## src/rtl/refclk_pkg.sv

```systemverilog
// Package: shared widths, field positions and the decoded per-slot
// configuration type for the gated pin-0 clock block.
// Assumes the configuration word keeps enable just above the divisor.
package refclk_pkg;
    localparam int DIV_W   = 7;
    localparam int EN_BIT  = DIV_W;
    localparam int FIELD_W = DIV_W + 1;

    typedef struct packed {
        logic             en;
        logic [DIV_W-1:0] div;
    } slot_cfg_t;
endpackage

```

## src/rtl/refclk_cfg_reg.sv

```systemverilog
// Module: one slot's configuration register.
// Captures the enable bit and divisor from a full-width write word when
// hit is high; reserved upper bits are discarded. Emits a one-cycle
// load pulse aligned with the capture edge so the divider can restart.
// Assumes a synchronous active-low reset.
module refclk_cfg_reg
    import refclk_pkg::*;
#(
    parameter int DATA_W = 32
) (
    input  logic              clk,
    input  logic              rst_n,
    input  logic              hit,
    input  logic [DATA_W-1:0] data,
    output slot_cfg_t         cfg,
    output logic              load
);
    logic unused_rsvd;

    // Reserved bits carry no function; fold them into a sink.
    assign unused_rsvd = &{1'b0, data[DATA_W-1:FIELD_W]};

    // Hold the decoded enable and divisor fields.
    always_ff @(posedge clk) begin
        if (!rst_n) begin
            cfg <= '0;
        end else if (hit) begin
            cfg.en  <= data[EN_BIT];
            cfg.div <= data[DIV_W-1:0];
        end
    end

    // Restart request is simply the write hit itself.
    assign load = hit;

    // a hit lands the low field bits only, from the next cycle.
    a_r2_write_lands: assert property (@(posedge clk) disable iff (!rst_n)
        hit |=> (cfg.en == $past(data[EN_BIT])) &&
                (cfg.div == $past(data[DIV_W-1:0])));

    // without a hit the stored setting is unchanged.
    a_r2_hold_without_hit: assert property (@(posedge clk) disable iff (!rst_n)
        !hit |=> $stable(cfg));
endmodule

```

## src/rtl/refclk_divider.sv

```systemverilog
// Module: integer clock divider for one slot.
// Counts master-clock cycles and toggles its output every div cycles
// while enabled with a nonzero divisor; otherwise parks low. A load
// pulse clears the count and phase. Assumes div changes only with load.
module refclk_divider
    import refclk_pkg::*;
(
    input  logic      clk,
    input  logic      rst_n,
    input  slot_cfg_t cfg,
    input  logic      load,
    output logic      div_clk
);
    logic [DIV_W-1:0] cnt;
    logic             run;
    logic             term;

    // Divider runs only with enable set and a nonzero divisor.
    assign run  = cfg.en && (cfg.div != '0);
    assign term = (cnt == cfg.div - DIV_W'(1));

    // Advance the count and flip the phase at the terminal count.
    always_ff @(posedge clk) begin
        if (!rst_n || load || !run) begin
            cnt     <= '0;
            div_clk <= 1'b0;
        end else if (term) begin
            cnt     <= '0;
            div_clk <= ~div_clk;
        end else begin
            cnt     <= cnt + DIV_W'(1);
        end
    end

    // the count stays below the divisor while running.
    a_r4_count_bound: assert property (@(posedge clk) disable iff (!rst_n)
        run |-> (cnt < cfg.div));

    // a rising output only follows a terminal count while running.
    a_r4_rise_at_term: assert property (@(posedge clk) disable iff (!rst_n)
        $rose(div_clk) |-> ($past(run) && ($past(cnt) == $past(cfg.div) - DIV_W'(1))));

    // a load always restarts with the phase low.
    a_r6_load_restarts_low: assert property (@(posedge clk) disable iff (!rst_n)
        load |=> !div_clk);

    // enable with a zero divisor keeps the clock parked low.
    a_r5_zero_div_low: assert property (@(posedge clk) disable iff (!rst_n)
        (cfg.en && (cfg.div == '0)) |=> !div_clk);
endmodule

```

## src/rtl/refclk_pin_mux.sv

```systemverilog
// Module: pin-0 source selector for one slot.
// Chooses the divided clock when enabled, else passes the GPIO value
// straight through. Both selectors are registered upstream, so the
// choice changes only just after a clock edge.
module refclk_pin_mux (
    input  logic sel_clk,
    input  logic div_clk,
    input  logic gpio,
    output logic pin
);
    // Combinational pin source choice.
    always_comb begin
        pin = sel_clk ? div_clk : gpio;
    end
endmodule

```

## src/rtl/refclk_pin_gate.sv

```systemverilog
// Module: top of the gated pin-0 clock block.
// Decodes the slot write port and instantiates, per slot, a config
// register, a divider and a pin mux. Assumes wr_slot is valid whenever
// wr_en is high and a synchronous active-low reset.
module refclk_pin_gate
    import refclk_pkg::*;
#(
    parameter int NUM_SLOTS = 4,
    parameter int DATA_W    = 32,
    localparam int SLOT_W   = (NUM_SLOTS > 1) ? $clog2(NUM_SLOTS) : 1
) (
    input  logic                 clk,
    input  logic                 rst_n,
    input  logic                 wr_en,
    input  logic [SLOT_W-1:0]    wr_slot,
    input  logic [DATA_W-1:0]    wr_data,
    input  logic [NUM_SLOTS-1:0] gpio_pin0,
    output logic [NUM_SLOTS-1:0] pin0_out
);
    logic [NUM_SLOTS-1:0] hit;
    logic [NUM_SLOTS-1:0] load;
    logic [NUM_SLOTS-1:0] div_clk;
    slot_cfg_t            cfg [NUM_SLOTS];

    // One-hot slot decode of the write strobe.
    always_comb begin
        hit = '0;
        if (wr_en) hit[wr_slot] = 1'b1;
    end

    for (genvar s = 0; s < NUM_SLOTS; s++) begin : g_slot
        refclk_cfg_reg #(.DATA_W(DATA_W)) u_cfg (
            .clk   (clk),
            .rst_n (rst_n),
            .hit   (hit[s]),
            .data  (wr_data),
            .cfg   (cfg[s]),
            .load  (load[s])
        );

        refclk_divider u_div (
            .clk     (clk),
            .rst_n   (rst_n),
            .cfg     (cfg[s]),
            .load    (load[s]),
            .div_clk (div_clk[s])
        );

        refclk_pin_mux u_mux (
            .sel_clk (cfg[s].en),
            .div_clk (div_clk[s]),
            .gpio    (gpio_pin0[s]),
            .pin     (pin0_out[s])
        );
    end

    // at most one slot is addressed by any write.
    a_r8_single_target: assert property (@(posedge clk) disable iff (!rst_n)
        $onehot0(load));
endmodule

```

## config.mk

```make
export PLATFORM = sky130hd
export DESIGN_NAME = refclk_pin_gate
export DESIGN_NICKNAME = d
export VERILOG_FILES = /design/src/rtl/refclk_pkg.sv /design/src/rtl/refclk_cfg_reg.sv /design/src/rtl/refclk_divider.sv /design/src/rtl/refclk_pin_mux.sv /design/src/rtl/refclk_pin_gate.sv
export SDC_FILE = /design/constraint.sdc
export NUM_CORES = 1
export LEC_CHECK = 0
export CAP_MARGIN = 20
export CELL_PAD_IN_SITES_DETAIL_PLACEMENT = 0
export CELL_PAD_IN_SITES_GLOBAL_PLACEMENT = 1
export CORE_ASPECT_RATIO = 1.4
export CORE_UTILIZATION = 45
export DETAILED_ROUTE_END_ITERATION = 7
export PLACE_DENSITY_LB_ADDON = 0.1
export SYNTH_ARGS = -nofsm -noshare
export SYNTH_HDL_FRONTEND = slang
export SYNTH_SLANG_ARGS = --single-unit
```

## constraint.sdc

```tcl
create_clock -name clk -period 3.2 [get_ports clk]
set_clock_uncertainty 0.1 [all_clocks]
set_input_delay 0.64 -clock clk [delete_from_list [all_inputs] [get_ports clk]]
set_output_delay 0.64 -clock clk [all_outputs]
set_load 0.02 [all_outputs]
```

==> flow_metrics.py, run 1 <==
metrics = {
    "status": {
        "outcome": "finished, final reports clean",
    },
    "placement": {
        "hpwl_um": 5040,
        "gp_congestion": 0.745,
        "place_area_um2": 3670,
        "dpl.cell_count": 488,
        "port_buffers": 20,
    },
    "global_route": {
        "grt_pass1_wl_um": 12100,
        "grt_overflow": 0,
        "gr-usage-all-layers_pct": 19.2,
        "antenna_found_initial": 0,
        "grt_pass1_vias": 2581,
        "grt_max_degree": 15,
    },
    "clock_network": {
        "ctsHoldBuffers": 0,
        "clock_sinks": 64,
        "path_clk_slew_ns": 0.08,
        "clockBufferDepth": 2,
        "cts_max_level": 3,
        "clock-root-buffer": "clkbuf_8",
        "clkLatencyLatePin_ns": 0.35,
        "cts-buffers-inserted": 9,
        "ctsResizeCount": 0,
        "cts_tree": "yes",
        "cts_setup_buffers": 0,
    },
    "floorplan": {
        "die_area_um2": 8060,
        "ios": 45,
        "die_h_um": 106,
        "num_rows": 37,
        "core_um2": 7410,
        "start_util_pct": 46.8,
        "die_w_um": 76.2,
    },
    "power_and_ir_drop": {
        "switching_share_pct": 25.4,
        "pwr_density_cell_nw_per_um2": 418,
        "clock_power_share_pct": 38.0,
        "internal-power_uw": 1200,
        "switchingPower_uw": 408,
        "leakage_uw": 0.00135,
        "combPwrFrac_pct": 10.5,
        "power_uw": 1610,
        "peakVddDrop_v": 0.000254,
        "power_frac_seq_pct": 51.5,
    },
    "synth": {
        "synth_fp_nets": 440,
        "ys_seq_area_share_pct": 37.0,
        "netlist_top_cells_area": "dfxtp_1 (37%), xnor2_1 (10%), nor3_1 (4.6%)",
        "ys_ff_latch": 64,
        "synth_flop_cell": "dfxtp_1",
        "synth_edf_count": 0,
        "synth_top_area_share_pct": 37.0,
        "async_reset_ff_share_pct": 0,
        "syn_area_per_cell_um2": 8.96,
        "synth_area_um2": 3470,
        "yosysWarnings": 0,
        "syn_inst": 387,
        "yosysTopAreaCell": "dfxtp_1",
        "ys_types": 37,
    },
    "timing": {
        "max_freq_mhz": 385,
        "relSlewSlack_pct": 53.4,
        "setup_tns_ns": 0,
        "hold_slack_ns": 0.400,
        "setup_viol": 0,
        "hold_violations": 0,
        "worst_pin_slew_ns": 0.698,
        "slew_violations": 0,
        "fin_crit_ns": 2.60,
        "rsz0062_at_grt": "false",
        "period_share_pct": 81.2,
    },
    "setup_path": {
        "critPathMaxFanout": 7,
        "critical_path_class": "register to register",
        "critPathArrivalTime_ns": 2.71,
        "cp-end-kind": "register",
        "r2r_cells": 7,
        "rrSetupSlack_ns": 0.60,
        "cp.required_ns": 3.31,
        "startpoint_type": "register",
        "rr_startpoint": "g_slot[0].u_cfg.cfg[0]",
        "r2r-end": "g_slot[0].u_div.cnt[5]",
    },
    "final_layout": {
        "diodes": 0,
        "drive_gt1_share_pct": 8.60,
        "fin_cells": 504,
        "nets": 455,
        "area_delta_synth_final_pct": 10.8,
        "design_area_um2": 3840,
    },
    "detailed_routing": {
        "wl_per_cell_um": 13.8,
        "antenna_left": 0,
        "drt_pre_antenna_iters": 4,
        "viasPerCell": 5.24,
        "drt_iter0_markers": 57,
        "drc": 0,
        "routed_wirelength_um": 6970,
        "via_count": 2641,
    },
    "min_path": {
        "holdPathEnd": "g_slot[3].u_cfg.cfg[7]",
        "holdCritStartpoint": "g_slot[3].u_cfg.cfg[7]",
        "hp-class": "register to register",
        "worstHoldPathCells": 2,
    },
    "flow_run": {
        "max_cap_viol_count": 0,
    },
}
==> Yosys cell counts (5+ instances only) <==
master / n
a21boi_0: 16
a21oi_1: 7
and3_1: 7
buf_6: 7
clkbuf_1: 8
dfxtp_1: 64
ha_1: 12
inv_1: 17
mux2i_1: 13
nand2_1: 37
nand3_1: 17
nor2_1: 11
nor2b_1: 16
nor3_1: 32
nor3b_1: 5
o21ai_0: 8
or3_1: 8
xnor2_1: 40
xor2_1: 12
==> layer usage <==
layer	share of wire (%)	vias to the layer above	GRT usage (%)	wire, um
met1	45	1237	21.1	3130
met4	1.9	0	8.24	131
met5	0	-	0	0
met2	51	22	35.3	3530
met3	2.5	10	3.98	173
li1	-	1372	-	-
==> state kept, by name (all words and copies together) (netlist names) <==
signal / count
g_slot.u_cfg.cfg: 32
g_slot.u_div.div_clk: 4
g_slot.u_div.cnt: 28
==> area by class of cell <==
cell class / instances / area [um^2]
Timing Repair Buffer: 24 / 230
Inverter: 17 / 63.8
Sequential cell: 64 / 1280
Fill cell: 737 / 3570
Tap cell: 97 / 121
Clock buffer: 12 / 145
Multi-Input combinational cell: 286 / 1980
Clock inverter: 4 / 20.0
==> worst max-delay path: stages, from the launching register on <==
cell,delay [ns]
dfxtp_1,0.42
inv_1,0.11
ha_1,0.27
o21ba_2,0.23
a221o_1,0.35
a222oi_1,0.53
and2_1,0.36
nor3_1,0.10
==> worst max-delay path by stage <==
stage	startpoint	to	slack, ns	cells after the start
finish	g_slot[0].u_cfg.cfg[0]	g_slot[0].u_div.cnt[5]	0.60	7
global route	g_slot[0].u_cfg.cfg[0]	g_slot[0].u_div.cnt[6]	0.40	7
CTS	g_slot[0].u_cfg.cfg[0]	g_slot[0].u_div.cnt[6]	0.58	7
detailed placement	g_slot[1].u_cfg.cfg[0]	g_slot[1].u_div.cnt[5]	0.60	7
global placement	gpio_pin0[3]	pin0_out[3]	0.64	3
floorplan	g_slot[1].u_cfg.cfg[0]	g_slot[1].u_div.cnt[2]	0.98	8
==> stage by stage <==
step           setup WS, ns  util (%)
2_1_floorplan         0.979         -
3_3_place_gp          0.641      49.6
3_5_place_dp          0.604      49.6
4_1_cts               0.580      51.8
5_1_grt               0.402      51.8
6_report              0.601      51.8
==> layout by cell type (no fill, tap or decap), types with 4 or more instances in the layout <==
cell             synthesis  layout
xor2_1                  12      12
or4_4                    4       4
inv_1                   17      17
dfxtp_1                 64      64
o21ba_2                  4       4
or4_1                    4       4
a21oi_1                  7       7
clkinv_2                 0       4
or3_1                    8       8
ha_1                    12      12
nand4_1                  4       4
and2_1                   4       4
nand3_1                 17      17
and3_1                   7       7
nor2b_1                 16      16
clkdlybuf4s50_1          0      20
clkbuf_8                 0      10
nor2_1                  11      11
mux2i_1                 13      13
a21boi_0                16      16
buf_4                    4       4
o21ai_0                  8       8
mux2_2                   4       4
xnor2_1                 40      40
nand2_1                 37      37
nor3b_1                  5       5
nor3_1                  32      32
a222oi_1                 4       4
==> power by group through the flow <==
stage                     Combinational (uW)  Sequential (uW)  Clock (uW)
after floorplan                          119              841           0
after global placement                   166              845           0
after detailed placement                 168              846           0
after CTS                                171              827         630
after global routing                     188              830         661
final                                    169              828         610
==> cell families after synthesis <==
family | Yosys count | share of synthesized area [%]
compound gates | 51 | 11.0
xor+xnor | 52 | 13.1
fa+ha+maj | 12 | 4.33
buf+inv | 37 | 5.99
flops | 64 | 37.0
mux | 17 | 5.05
simple gates | 154 | 23.5
Power figures use the tool's default switching activity.
==> run 2: changes to the inputs <==
--- a/config.mk
+++ b/config.mk
@@ -9,7 +9,7 @@
 export CELL_PAD_IN_SITES_DETAIL_PLACEMENT = 0
 export CELL_PAD_IN_SITES_GLOBAL_PLACEMENT = 1
 export CORE_ASPECT_RATIO = 1.4
-export CORE_UTILIZATION = 45
+export CORE_UTILIZATION = 42
 export DETAILED_ROUTE_END_ITERATION = 7
 export PLACE_DENSITY_LB_ADDON = 0.1
 export SYNTH_ARGS = -nofsm -noshare
==> constraint.sdc (replaced) <==
create_clock -name clk -period 2.55 [get_ports clk]
set_clock_uncertainty 0.1 [all_clocks]
set_input_delay 0.51 -clock clk [delete_from_list [all_inputs] [get_ports clk]]
set_output_delay 0.51 -clock clk [all_outputs]
set_load 0.02 [all_outputs]
==> run 2 against run 1 <==
Net effect:
- non-clock buffer count increased by 12
- power increased by 34%
- worst setup slack got worse by 0.42 ns
- utilization decreased by 1.5 points
- critical path depth unchanged
- cell area increased by 3.5%
- count of clock-buffer cells in the layout increased by 1
- die area increased by 7.0%
- largest power group unchanged
==> flow_metrics.py, run 2 (synthesis gave the netlist of run 1 again) <==
metrics = {
    "timing": {
        "slew_violations": 0,
        "hold_violations": 0,
        "rsz0062_at_grt": "false",
        "setup_viol": 0,
        "max_freq_mhz": 422,
        "setup_tns_ns": 0,
        "relSlewSlack_pct": 53.2,
        "worst_pin_slew_ns": 0.701,
        "fin_crit_ns": 2.37,
        "period_share_pct": 93.0,
    },
    "clock_network": {
        "cts_max_level": 3,
        "path_clk_slew_ns": 0.07,
        "clkLatencyLatePin_ns": 0.35,
        "clock-root-buffer": "clkbuf_8",
        "cts-buffers-inserted": 9,
        "cts_tree": "yes",
        "clockBufferDepth": 2,
        "ctsHoldBuffers": 0,
        "clock_sinks": 64,
    },
    "detailed_routing": {
        "via_count": 2668,
        "routed_wirelength_um": 7100,
        "drt_pre_antenna_iters": 4,
        "antenna_left": 0,
        "drt_iter0_markers": 90,
        "viasPerCell": 5.14,
        "wl_per_cell_um": 13.7,
        "drc": 0,
    },
    "final_layout": {
        "regArea_um2": 1280,
        "drive_gt1_share_pct": 12.2,
        "area_delta_synth_final_pct": 14.6,
        "num-fill-cells": 817,
        "diodes": 0,
        "design_area_um2": 3970,
        "top_register": "g_slot.u_cfg.cfg",
        "largest_reg_flops": 32,
        "final_common_cell": "dfxtp_1",
        "nets": 467,
        "layout_common_cells": "dfxtp_1 (64), xnor2_1 (40), nand2_1 (37)",
        "reg_top3": "g_slot.u_cfg.cfg x32, g_slot.u_div.cnt x28, g_slot.u_div.div_clk x4",
        "multi_input_area_um2": 1980,
    },
    "placement": {
        "port_buffers": 20,
        "hpwl_um": 5250,
        "place_area_um2": 3770,
        "gp_congestion": 0.732,
    },
    "floorplan": {
        "ios": 45,
        "core_um2": 7890,
        "num_rows": 38,
        "die_h_um": 109,
        "die_area_um2": 8620,
        "die_w_um": 78.8,
        "start_util_pct": 43.9,
    },
    "setup_path": {
        "critical_path_class": "register to register",
        "worst_path_max_delay_cell": "a222oi_1",
        "critPathArrivalTime_ns": 2.48,
        "cp.depth": 7,
        "crit_chain": "inv_1, ha_1, o21ba_2, a221o_1, a222oi_1, and2_2, nor3_1",
        "cp_top_family": "compound AO/OA/AOI/OAI gates",
        "critPathLaunch": "g_slot[0].u_cfg.cfg[0]",
        "rrSetupSlack_ns": 0.18,
        "startpoint_type": "register",
        "critPathMaxFanout": 7,
        "crit_buf_inv": 1,
        "rr_startpoint": "g_slot[0].u_cfg.cfg[0]",
        "cp.required_ns": 2.66,
        "crit_path_end": "g_slot[0].u_div.cnt[6]",
        "r2r-end": "g_slot[0].u_div.cnt[6]",
        "cp-end-kind": "register",
        "slowest_delay_ns": 0.42,
        "r2r_cells": 7,
    },
    "global_route": {
        "grt_pass1_vias": 2677,
        "grt_use_met1_pct": 21.9,
        "grt_overflow": 0,
        "globalRoute.busiestLayer": "met2",
        "grt_max_degree": 19,
        "met2_usage_pct": 32.2,
        "gr-usage-all-layers_pct": 19.0,
        "grt_pass1_wl_um": 12500,
        "antenna_found_initial": 0,
        "met3_usage_pct": 5.48,
    },
    "min_path": {
        "hp-class": "register to register",
    },
    "power_and_ir_drop": {
        "peakVddDrop_v": 0.000405,
        "pwr_density_cell_nw_per_um2": 543,
        "leakage_uw": 0.00143,
    },
    "flow_run": {
        "max_cap_viol_count": 0,
    },
    "status": {
        "outcome": "finished, final reports clean",
    },
}
[run 2: report_power, final]
| group | total [uW] | switching, uW | internal (uW) | leakage (uW) |
|---|---|---|---|---|
| Clock | 901 | 398 | 503 | 0.000103 |
| Combinational | 222 | 101 | 121 | 0.000812 |
| Sequential | 1040 | 18.3 | 1020 | 0.000518 |
| Total | 2160 | 518 | 1640 | 0.00143 |
[run 2: stage by stage]
step | setup WS (ns) | hold slack, ns | total power, uW | cells | util, %
floorplan | 0.329 | 0.362 | 1200 | 387 | -
global placement | 0.0926 | 0.386 | 1280 | 503 | 47.7
detailed placement | 0.0972 | 0.382 | 1280 | 503 | 47.7
CTS | 0.0960 | 0.393 | 2190 | 519 | 50.3
global route | 0.00712 | 0.428 | 2270 | 519 | 50.3
finish | 0.178 | 0.390 | 2160 | 519 | 50.3
[run 2: tightest hold or removal path, stage by stage (launching register included)]
cell and delay, ns:
dfxtp_1 0.33, nand2_1 0.05, a21boi_0 0.06
[run 2: timing repair]
item | 4_1_cts | 5_1_grt
setup endpoints to repair | 0 | 28
resized for setup | 0 | 4
buffers inserted | 0 | 0
[run 2: area by class of cell]
class	instances	share of cell area, %
clock buffers	13	4.00
repair buffers	36	8.07
inverters	17	1.61
multi-input cells	286	49.9
well taps	100	3.15
clock inverters	3	1.01
flip-flops and latches	64	32.3
[run 2: worst min path at each step]
stage / start / endpoint / slack, ns / cells after the start
after global routing: g_slot[2].u_div.cnt[0] / g_slot[2].u_div.cnt[0] / 0.43 / 1
final: g_slot[1].u_cfg.cfg[1] / g_slot[1].u_cfg.cfg[1] / 0.39 / 2
after CTS: g_slot[1].u_cfg.cfg[1] / g_slot[1].u_cfg.cfg[1] / 0.39 / 2
after detailed placement: g_slot[1].u_cfg.cfg[1] / g_slot[1].u_cfg.cfg[1] / 0.38 / 2
after floorplan: g_slot[1].u_cfg.cfg[7] / g_slot[1].u_cfg.cfg[7] / 0.36 / 2
after global placement: g_slot[1].u_cfg.cfg[1] / g_slot[1].u_cfg.cfg[1] / 0.39 / 2
[run 2: layer usage]
| layer | vias up | wire length (um) | part of all wire (%) |
|---|---|---|---|
| li1 | 1386 | - | - |
| met3 | 14 | 181 | 2.5 |
| met4 | 0 | 189 | 2.7 |
| met2 | 27 | 3540 | 50 |
| met5 | - | 0 | 0 |
| met1 | 1241 | 3190 | 45 |
